--- config.mk ---
export PLATFORM = sky130hd
export DESIGN_NAME = gpio_port
export DESIGN_NICKNAME = d
export VERILOG_FILES = /design/src/rtl/gpio_port_pkg.sv /design/src/rtl/gpio_port_resolve.sv /design/src/rtl/gpio_port_regs.sv /design/src/rtl/gpio_port_notify.sv /design/src/rtl/gpio_port.sv
export SDC_FILE = /design/constraint.sdc
export NUM_CORES = 1
export LEC_CHECK = 0
export BUFFER_PORTS_ARGS = -buffer_cell sky130_fd_sc_hd__buf_2
export CELL_PAD_IN_SITES_DETAIL_PLACEMENT = 0
export CELL_PAD_IN_SITES_GLOBAL_PLACEMENT = 1
export CORE_MARGIN = 3
export CORE_UTILIZATION = 36
export DETAILED_ROUTE_END_ITERATION = 16
export PLACE_DENSITY_LB_ADDON = 0.1
export SYNTH_ARGS = -nofsm -noshare
export SYNTH_HDL_FRONTEND = slang
export SYNTH_SLANG_ARGS = --single-unit
--- constraint.sdc ---
create_clock -name clk -period 2.9 [get_ports clk]
set_input_delay 0.145 -clock clk [delete_from_list [all_inputs] [get_ports clk]]
set_output_delay 0.145 -clock clk [all_outputs]
set_load 0.02 [all_outputs]
--- src/rtl/gpio_port_pkg.sv ---
package gpio_port_pkg;

    localparam int unsigned PINS      = 16;
    localparam int unsigned CTRL_BITS = 2 * PINS;
    localparam int unsigned BUS_BITS  = 32;
    localparam int unsigned ADDR_BITS = 2;

    typedef logic [PINS-1:0]      pin_vec_t;
    typedef logic [CTRL_BITS-1:0] ctrl_word_t;

    typedef enum logic [ADDR_BITS-1:0] {
        SEL_CFG   = 2'd0,
        SEL_DRIVE = 2'd1,
        SEL_RSV2  = 2'd2,
        SEL_RSV3  = 2'd3
    } reg_sel_t;

    typedef struct packed {
        pin_vec_t oe;
        pin_vec_t pu;
    } pin_cfg_t;

    // Even bit of each pair is output-enable, odd bit is pull-up
    function automatic pin_cfg_t split_cfg(input ctrl_word_t w);
        pin_cfg_t r;
        for (int n = 0; n < int'(PINS); n++) begin
            r.oe[n] = w[2*n];
            r.pu[n] = w[2*n+1];
        end
        return r;
    endfunction

    function automatic pin_vec_t resolve_pins(input pin_cfg_t c, input pin_vec_t drv,
                                              input pin_vec_t pdir, input pin_vec_t pdat);
        return (c.oe & drv) | (pdir & pdat) | (~(c.oe | pdir) & c.pu);
    endfunction

endpackage

--- src/rtl/gpio_port_resolve.sv ---
module gpio_port_resolve
    import gpio_port_pkg::*;
(
    input  logic [CTRL_BITS-1:0] cfg_word,
    input  logic [PINS-1:0]      drive_val,
    input  logic [PINS-1:0]      periph_dir,
    input  logic [PINS-1:0]      periph_data,
    output logic [PINS-1:0]      lines
);
    pin_cfg_t cfg;

    always_comb begin
        cfg   = split_cfg(cfg_word);
        lines = resolve_pins(cfg, drive_val, periph_dir, periph_data);
    end
endmodule

--- src/rtl/gpio_port_regs.sv ---
module gpio_port_regs
    import gpio_port_pkg::*;
(
    input  logic                 clk,
    input  logic                 rst,
    input  logic                 bus_valid,
    input  logic                 bus_write,
    input  logic [ADDR_BITS-1:0] bus_addr,
    input  logic [BUS_BITS-1:0]  bus_wdata,
    input  logic [PINS-1:0]      lines,
    output logic [CTRL_BITS-1:0] cfg_q,
    output logic [PINS-1:0]      drive_q,
    output logic [BUS_BITS-1:0]  rdata_q,
    output logic                 rvalid_q,
    output logic                 commit
);
    reg_sel_t sel;
    logic     wr_en;
    logic     rd_en;

    always_comb begin
        sel    = reg_sel_t'(bus_addr);
        wr_en  = bus_valid && bus_write;
        rd_en  = bus_valid && !bus_write;
        commit = wr_en && (sel == SEL_CFG || sel == SEL_DRIVE);
    end

    always_ff @(posedge clk) begin
        if (rst) begin
            cfg_q    <= '0;
            drive_q  <= '0;
            rdata_q  <= '0;
            rvalid_q <= 1'b0;
        end else begin
            rvalid_q <= rd_en;
            if (wr_en) begin
                case (sel)
                    SEL_CFG:   cfg_q   <= bus_wdata[CTRL_BITS-1:0];
                    SEL_DRIVE: drive_q <= bus_wdata[PINS-1:0];
                    default:   ;
                endcase
            end
            if (rd_en) begin
                case (sel)
                    SEL_CFG:   rdata_q <= BUS_BITS'(cfg_q);
                    SEL_DRIVE: rdata_q <= BUS_BITS'(lines);
                    default:   rdata_q <= '0;
                endcase
            end
        end
    end
endmodule

--- src/rtl/gpio_port_notify.sv ---
module gpio_port_notify
    import gpio_port_pkg::*;
#(
    parameter int unsigned NUM_LSN = 4
) (
    input  logic                    clk,
    input  logic                    rst,
    input  logic                    commit,
    input  logic [PINS-1:0]         lines,
    input  logic [NUM_LSN-1:0]      lsn_en,
    input  logic [NUM_LSN*PINS-1:0] lsn_mask,
    output logic [NUM_LSN-1:0]      lsn_notify,
    output logic [PINS-1:0]         change_mask
);
    logic            pend_q;
    logic [PINS-1:0] prev_q;

    // Capture the levels seen before the write takes effect
    always_ff @(posedge clk) begin
        if (rst) begin
            pend_q <= 1'b0;
            prev_q <= '0;
        end else begin
            pend_q <= commit;
            if (commit) prev_q <= lines;
        end
    end

    always_comb change_mask = pend_q ? (lines ^ prev_q) : '0;

    for (genvar i = 0; i < int'(NUM_LSN); i++) begin : g_lsn
        always_comb lsn_notify[i] = lsn_en[i] && (|(lsn_mask[i*PINS +: PINS] & change_mask));
    end
endmodule

--- src/rtl/gpio_port.sv ---
module gpio_port
    import gpio_port_pkg::*;
#(
    parameter int unsigned NUM_LSN = 4
) (
    input  logic                    clk,
    input  logic                    rst,
    input  logic                    bus_valid,
    input  logic                    bus_write,
    input  logic [ADDR_BITS-1:0]    bus_addr,
    input  logic [BUS_BITS-1:0]     bus_wdata,
    output logic [BUS_BITS-1:0]     bus_rdata,
    output logic                    bus_rvalid,
    input  logic [PINS-1:0]         periph_dir,
    input  logic [PINS-1:0]         periph_data,
    output logic [PINS-1:0]         pin_lines,
    input  logic [NUM_LSN-1:0]      lsn_en,
    input  logic [NUM_LSN*PINS-1:0] lsn_mask,
    output logic [NUM_LSN-1:0]      lsn_notify,
    output logic [PINS-1:0]         change_mask
);
    logic [CTRL_BITS-1:0] cfg_q;
    logic [PINS-1:0]      drive_q;
    logic                 commit;

    gpio_port_regs u_regs (
        .clk       (clk),
        .rst       (rst),
        .bus_valid (bus_valid),
        .bus_write (bus_write),
        .bus_addr  (bus_addr),
        .bus_wdata (bus_wdata),
        .lines     (pin_lines),
        .cfg_q     (cfg_q),
        .drive_q   (drive_q),
        .rdata_q   (bus_rdata),
        .rvalid_q  (bus_rvalid),
        .commit    (commit)
    );

    gpio_port_resolve u_resolve (
        .cfg_word    (cfg_q),
        .drive_val   (drive_q),
        .periph_dir  (periph_dir),
        .periph_data (periph_data),
        .lines       (pin_lines)
    );

    gpio_port_notify #(.NUM_LSN(NUM_LSN)) u_notify (
        .clk         (clk),
        .rst         (rst),
        .commit      (commit),
        .lines       (pin_lines),
        .lsn_en      (lsn_en),
        .lsn_mask    (lsn_mask),
        .lsn_notify  (lsn_notify),
        .change_mask (change_mask)
    );
endmodule

==> flow_metrics.tcl, run 1 <==
set metrics [dict create \
    port_buffers 206 \
    yosysMostFrequentCell "nand2_1" \
    nFillCells 1330 \
    avgSynthCellArea_sq_um 7.82 \
    crit_path_end_kind "primary output" \
    clk_latency_ns 0.34 \
    timing.rr.end "u_regs.rdata_q[13]" \
    hold_depth 3 \
    num_vias 5108 \
    gp_congestion 0.855 \
    max_clock_freq_ghz 0.371 \
    initial_core_util 0.374 \
    coreArea_sq_um 12800 \
    ys_types 35 \
    die_x_microns 121 \
    startpoint_type "flop" \
    ff2ff_setup_slack_ns 1.29 \
    hold_path_class "primary input to flop" \
    skew_ns 0.00652 \
    syn_to_final_growth_pct 34.1 \
    final_antenna_net_count 0 \
    grt_setup_unrepaired "no" \
    ys_warn_count 0 \
    cts_inserted_buffers 9 \
    h-tree-depth 3 \
    critical_path_class "flop to primary output" \
    postSynth.asyncResetShare 0 \
    clk_pin_slew_ns 0.06 \
    post-place-ws_ns 0.492 \
    synth_edf_count 0 \
    syn-cell-area_sq_um 4790 \
    drive_gt1_frac 0.314 \
    setup_viol 0 \
    synth_flop_cell "dfxtp_1" \
    powerDensity_nw_per_um2 516 \
    maxCapViolCount 0 \
    status "finished, final reports clean" \
    worst_pin_slew_ns 1.02 \
    dieArea_sq_um 14700 \
    post-route-period-util 0.928 \
    min_period_ns 2.69 \
    initialDrtViolationCount 333 \
    slew_headroom 0.320 \
    yosysTopAreaCell "dfxtp_1" \
    antenna_found_initial 1 \
    grt_pass1_vias 4871 \
    grt.total_usage 0.217 \
    maxSlewViolCount 0 \
    crit_path_max_fanout 5 \
    hold_viol_final 0 \
    setup_tns_ns 0 \
    wl_mm 16.6 \
    drc_errors 0 \
    required_ns 2.76 \
    grt_first_pass_wirelength_mm 25.0 \
    dp_hpwl_mm 12.4 \
    p_leak_nw 2.94 \
    worstPathArrival_ns 2.55 \
    grt_overflow_total 0 \
    die_h_microns 121 \
    setup_ws_ns 0.208 \
    hold_start "bus_wdata[23]" \
    clock_path_buffers 2 \
    r2r-start "u_regs.cfg_q[26]" \
    num_rows 41 \
    synth_area_leaders "dfxtp_1 (41%), nand2_1 (9.6%), a21oi_1 (6.7%)" \
    drt_pass1_iterations 5 \
    yosys-top-cells-count "nand2_1 (122), dfxtp_1 (98), nor2_1 (71), a21oi_1 (64), a22oi_1 (40)" \
    nets 944 \
    cts_tree "done" \
    wl_per_cell_microns 16.9 \
    via_per_inst 5.20 \
    synthCells 613 \
    synth_top_area_frac 0.409 \
    ys_seq_elements 98 \
    synth_nets 751 \
    yosysSeqAreaShare 0.409 \
    cts-hold-fix-buffers 0 \
    n_antenna_cell 0 \
    clock-root-buffer "clkbuf_16" \
    ir_worst_vdd_uv 318 \
    io-pin-count 207 \
    clkSinkCount 98 \
    grt_max_degree 99 \
    r2r_cells 6 \
    hold_end "u_regs.cfg_q[23]" \
]
[where the power goes]
| group | internal (mW) | total [mW] | switching (mW) |
|---|---|---|---|
| registers | 1.38 | 1.41 | 0.0286 |
| clock network | 0.953 | 1.45 | 0.498 |
| logic | 0.195 | 0.464 | 0.269 |
| total | 2.52 | 3.32 | 0.796 |
[sequential cells by signal, indices dropped and copies added (netlist names)]
signal	cells
u_regs.drive_q	16
u_notify.pend_q	1
u_notify.prev_q	16
u_regs.cfg_q	32
u_regs.rvalid_q	1
u_regs.rdata_q	32
[kinds of logic (layout without fill, tap and decap cells)]
group           Yosys count  in the layout  synth area share
compound gates          164            164             0.246
xor+xnor                 12             12            0.0219
buf+inv                  64            262            0.0517
flops                    98             98             0.409
mux                      12             12            0.0251
simple gates            263            263             0.246
[cells in the final DEF (no fill, tap or decap), drive strengths merged, types with 4 or more instances in the layout]
cell,n
clkbuf,11
a22oi,40
xnor2,10
o21ai,4
a22o,4
o2111ai,4
a21o,4
or3,4
o22ai,4
a31oi,4
nand2,122
a221oi,12
dfxtp,98
bufinv,4
nand2b,13
nor3,4
inv,21
nand4,12
mux2i,12
nor3b,16
a2111o,4
and2,11
a211oi,16
nor2,71
and3,7
a2111oi,4
a21oi,64
buf,225
[metal layers]
layer	wire length, microns	share of wire	up-vias	global-route usage
met3	1330	0.080	31	0.0429
li1	-	-	2539	-
met4	421	0.025	2	0.0875
met1	7280	0.44	2330	0.284
met2	7600	0.46	206	0.351
met5	9	0.00054	-	0
[how the worst max path moves through the flow]
stage,from,endpoint,slack [ns],cells past startpoint
after floorplan,u_regs.cfg_q[0],lsn_notify[0],0.99,6
after global placement,u_regs.cfg_q[19],lsn_notify[2],0.53,7
after detailed placement,u_regs.cfg_q[19],lsn_notify[2],0.49,7
after CTS,u_regs.cfg_q[19],lsn_notify[2],0.11,7
after global routing,u_regs.cfg_q[30],lsn_notify[0],0.06,7
final,u_regs.cfg_q[25],lsn_notify[2],0.21,7
[critical path, stage by stage (launching register included)]
cell	delay, ns
dfxtp_1	0.33
nor3b_1	0.14
a221oi_2	0.47
xor2_1	0.44
o22ai_1	0.12
a2111o_1	0.35
a21o_1	0.20
buf_2	0.15
[stage by stage]
stage	total power [mW]	std cells	utilization	instance area (sq um)	hold WS, ns
after global routing	3.46	983	0.501	6430	0.0441
after global placement	1.89	962	0.468	6000	0.387
final	3.32	983	0.501	6430	0.0432
after detailed placement	1.90	962	0.468	6000	0.393
after CTS	3.34	978	0.497	6370	0.0308
after floorplan	1.68	613	-	4790	0.222
[timing repair]
action	4_1_cts	5_1_grt
resized for setup	0	1
setup endpoints to repair	0	4
setup buffers	0	4
[cell type report]
cell class / count / area, sq um / area share
clock inverters: 5 / 125 / 0.0195
well taps: 172 / 215 / 0.0335
inverters: 21 / 78.8 / 0.0123
clock buffers: 11 / 243 / 0.0378
multi-input cells: 451 / 2600 / 0.405
flip-flops and latches: 98 / 1960 / 0.305
repair buffers: 225 / 1200 / 0.187
Note: power is estimated with default switching activity, not from simulation.
==> run 2: changes to the inputs <==
clock period = 3.1 ns   (was 2.9 ns; I/O delays follow)
==> run 2 against run 1 <==
Compared with the run above: clock-buffer cell count stayed put; critical endpoint unchanged; first-iteration DRC count is 6.9% higher; register-to-register slack better by 0.09 ns; critical path type unchanged; largest power group is now sequential cells.
==> flow_metrics.tcl, run 2 (synthesis results as in run 1) <==
set metrics [dict create \
    status "finished, final reports clean" \
    setup_tns_ns 0 \
    clkSinkCount 98 \
    post-route-period-util 0.910 \
    startpoint_type "flop" \
    cts_tree "done" \
    dp_hpwl_mm 12.3 \
    wl_mm 16.6 \
    hold_viol_final 0 \
    critical_path_class "flop to primary output" \
    final_cell_mix "buf_2 (205), nand2_1 (122), dfxtp_1 (98), nor2_1 (70), a21oi_1 (64)" \
    setup_ws_ns 0.281 \
    port_buffers 206 \
    syn_to_final_growth_pct 30.8 \
    cts_setup_buffers 0 \
    dieArea_sq_um 14700 \
    antenna_found_initial 2 \
    worst_pin_slew_ns 1.02 \
    coreArea_sq_um 12800 \
    nets 937 \
    grt_overflow_total 0 \
    slew_headroom 0.323 \
    p_leak_nw 2.86 \
    grt_pass1_vias 4879 \
    via_per_inst 5.23 \
    cts-hold-fix-buffers 0 \
    die_h_microns 121 \
    final_common_cell "buf_2" \
    maxSlewViolCount 0 \
    ir_worst_vdd_uv 214 \
    clk_pin_slew_ns 0.06 \
    nFillCells 1336 \
    initial_core_util 0.374 \
    required_ns 2.94 \
    cts-resized-gates 0 \
    crit_path_end_kind "primary output" \
    grt_max_degree 99 \
    clock_path_buffers 2 \
    die_x_microns 121 \
    max_clock_freq_ghz 0.355 \
    grt.total_usage 0.220 \
    hold_ws_ns 0.0586 \
    powerDensity_nw_per_um2 453 \
    num_rows 41 \
    drc_errors 0 \
    post-place-ws_ns 0.590 \
    largestRegisters "u_regs.cfg_q (32), u_regs.rdata_q (32)" \
    clock-root-buffer "clkbuf_16" \
    drt_pass1_iterations 5 \
    initialDrtViolationCount 356 \
    gp_congestion 0.874 \
    final_antenna_net_count 0 \
    num_vias 5103 \
    worstPathArrival_ns 2.66 \
    io-pin-count 207 \
    clk_latency_ns 0.33 \
    h-tree-depth 3 \
    grt_first_pass_wirelength_mm 25.4 \
    setup_viol 0 \
    place_area_sq_um 5980 \
    maxCapViolCount 0 \
    skew_ns 0.00498 \
    drive_gt1_frac 0.307 \
    grt_setup_unrepaired "no" \
    hold_path_class "primary input to flop" \
    min_period_ns 2.82 \
    cts_inserted_buffers 9 \
    crit_path_max_fanout 5 \
    wl_per_cell_microns 17.0 \
    design_area_sq_um 6270 \
]
-- run 2: cell types whose count changed in the layout (fill, tap and decap cells not counted) --
cell,before,now
buf_4,17,13
bufinv_16,4,1
buf_12,2,0
buf_6,1,0
clkbuf_1,1,0
clkbuf_8,1,2
clkinv_2,1,2
diode_2,0,1
nor3b_1,15,16
nor3b_2,1,0
-- run 2: critical path: stages, from the launching register on --
cell and delay, ns:
dfxtp_1 0.32, nor3b_1 0.14, a221oi_2 0.40, xnor2_1 0.27
a2111oi_0 0.66, a31oi_1 0.17, a21o_1 0.21, buf_2 0.16
-- run 2: where the power goes --
| group | switching (mW) | leakage (nW) | internal [mW] | total (mW) |
|---|---|---|---|---|
| Sequential | 0.0269 | 0.794 | 1.29 | 1.32 |
| Combinational | 0.248 | 1.92 | 0.173 | 0.421 |
| Clock | 0.445 | 0.147 | 0.658 | 1.10 |
-- run 2: per-layer routing --
layer,routed length [microns],share of wire,global-route usage
met4,247,0.015,0.0679
met2,7650,0.46,0.361
met1,7060,0.42,0.287
met5,7,0.00042,0
met3,1650,0.099,0.0490
-- run 2: final timing paths --
path                            slack [ns]               from  depth (start not counted)                 to
worst min-delay path                  0.06      bus_wdata[22]                          3   u_regs.cfg_q[22]
worst max register to register        1.38    u_regs.cfg_q[9]                          6  u_regs.rdata_q[4]
worst min register to register        0.46  u_regs.drive_q[4]                          2  u_regs.drive_q[4]
worst max-delay path                  0.28   u_regs.cfg_q[31]                          7      lsn_notify[2]
-- run 2: final cells by class --
cell class | instances | area [sq um] | share of cell area
clock buffers | 11 | 253 | 0.0403
diodes | 1 | 2.50 | 0.000399
clock inverters | 3 | 40.0 | 0.00638
inverters | 21 | 78.8 | 0.0126
repair buffers | 218 | 1120 | 0.179
flip-flops and latches | 98 | 1960 | 0.313
multi-input cells | 451 | 2600 | 0.414
well taps | 172 | 215 | 0.0343
-- run 2: per-stage QoR --
step / util / power, mW / cells
after CTS: 0.489 / 2.87 / 974
after floorplan: - / 1.57 / 613
after global placement: 0.466 / 1.76 / 960
after detailed placement: 0.466 / 1.77 / 960
final: 0.489 / 2.84 / 975
after global routing: 0.489 / 2.97 / 975
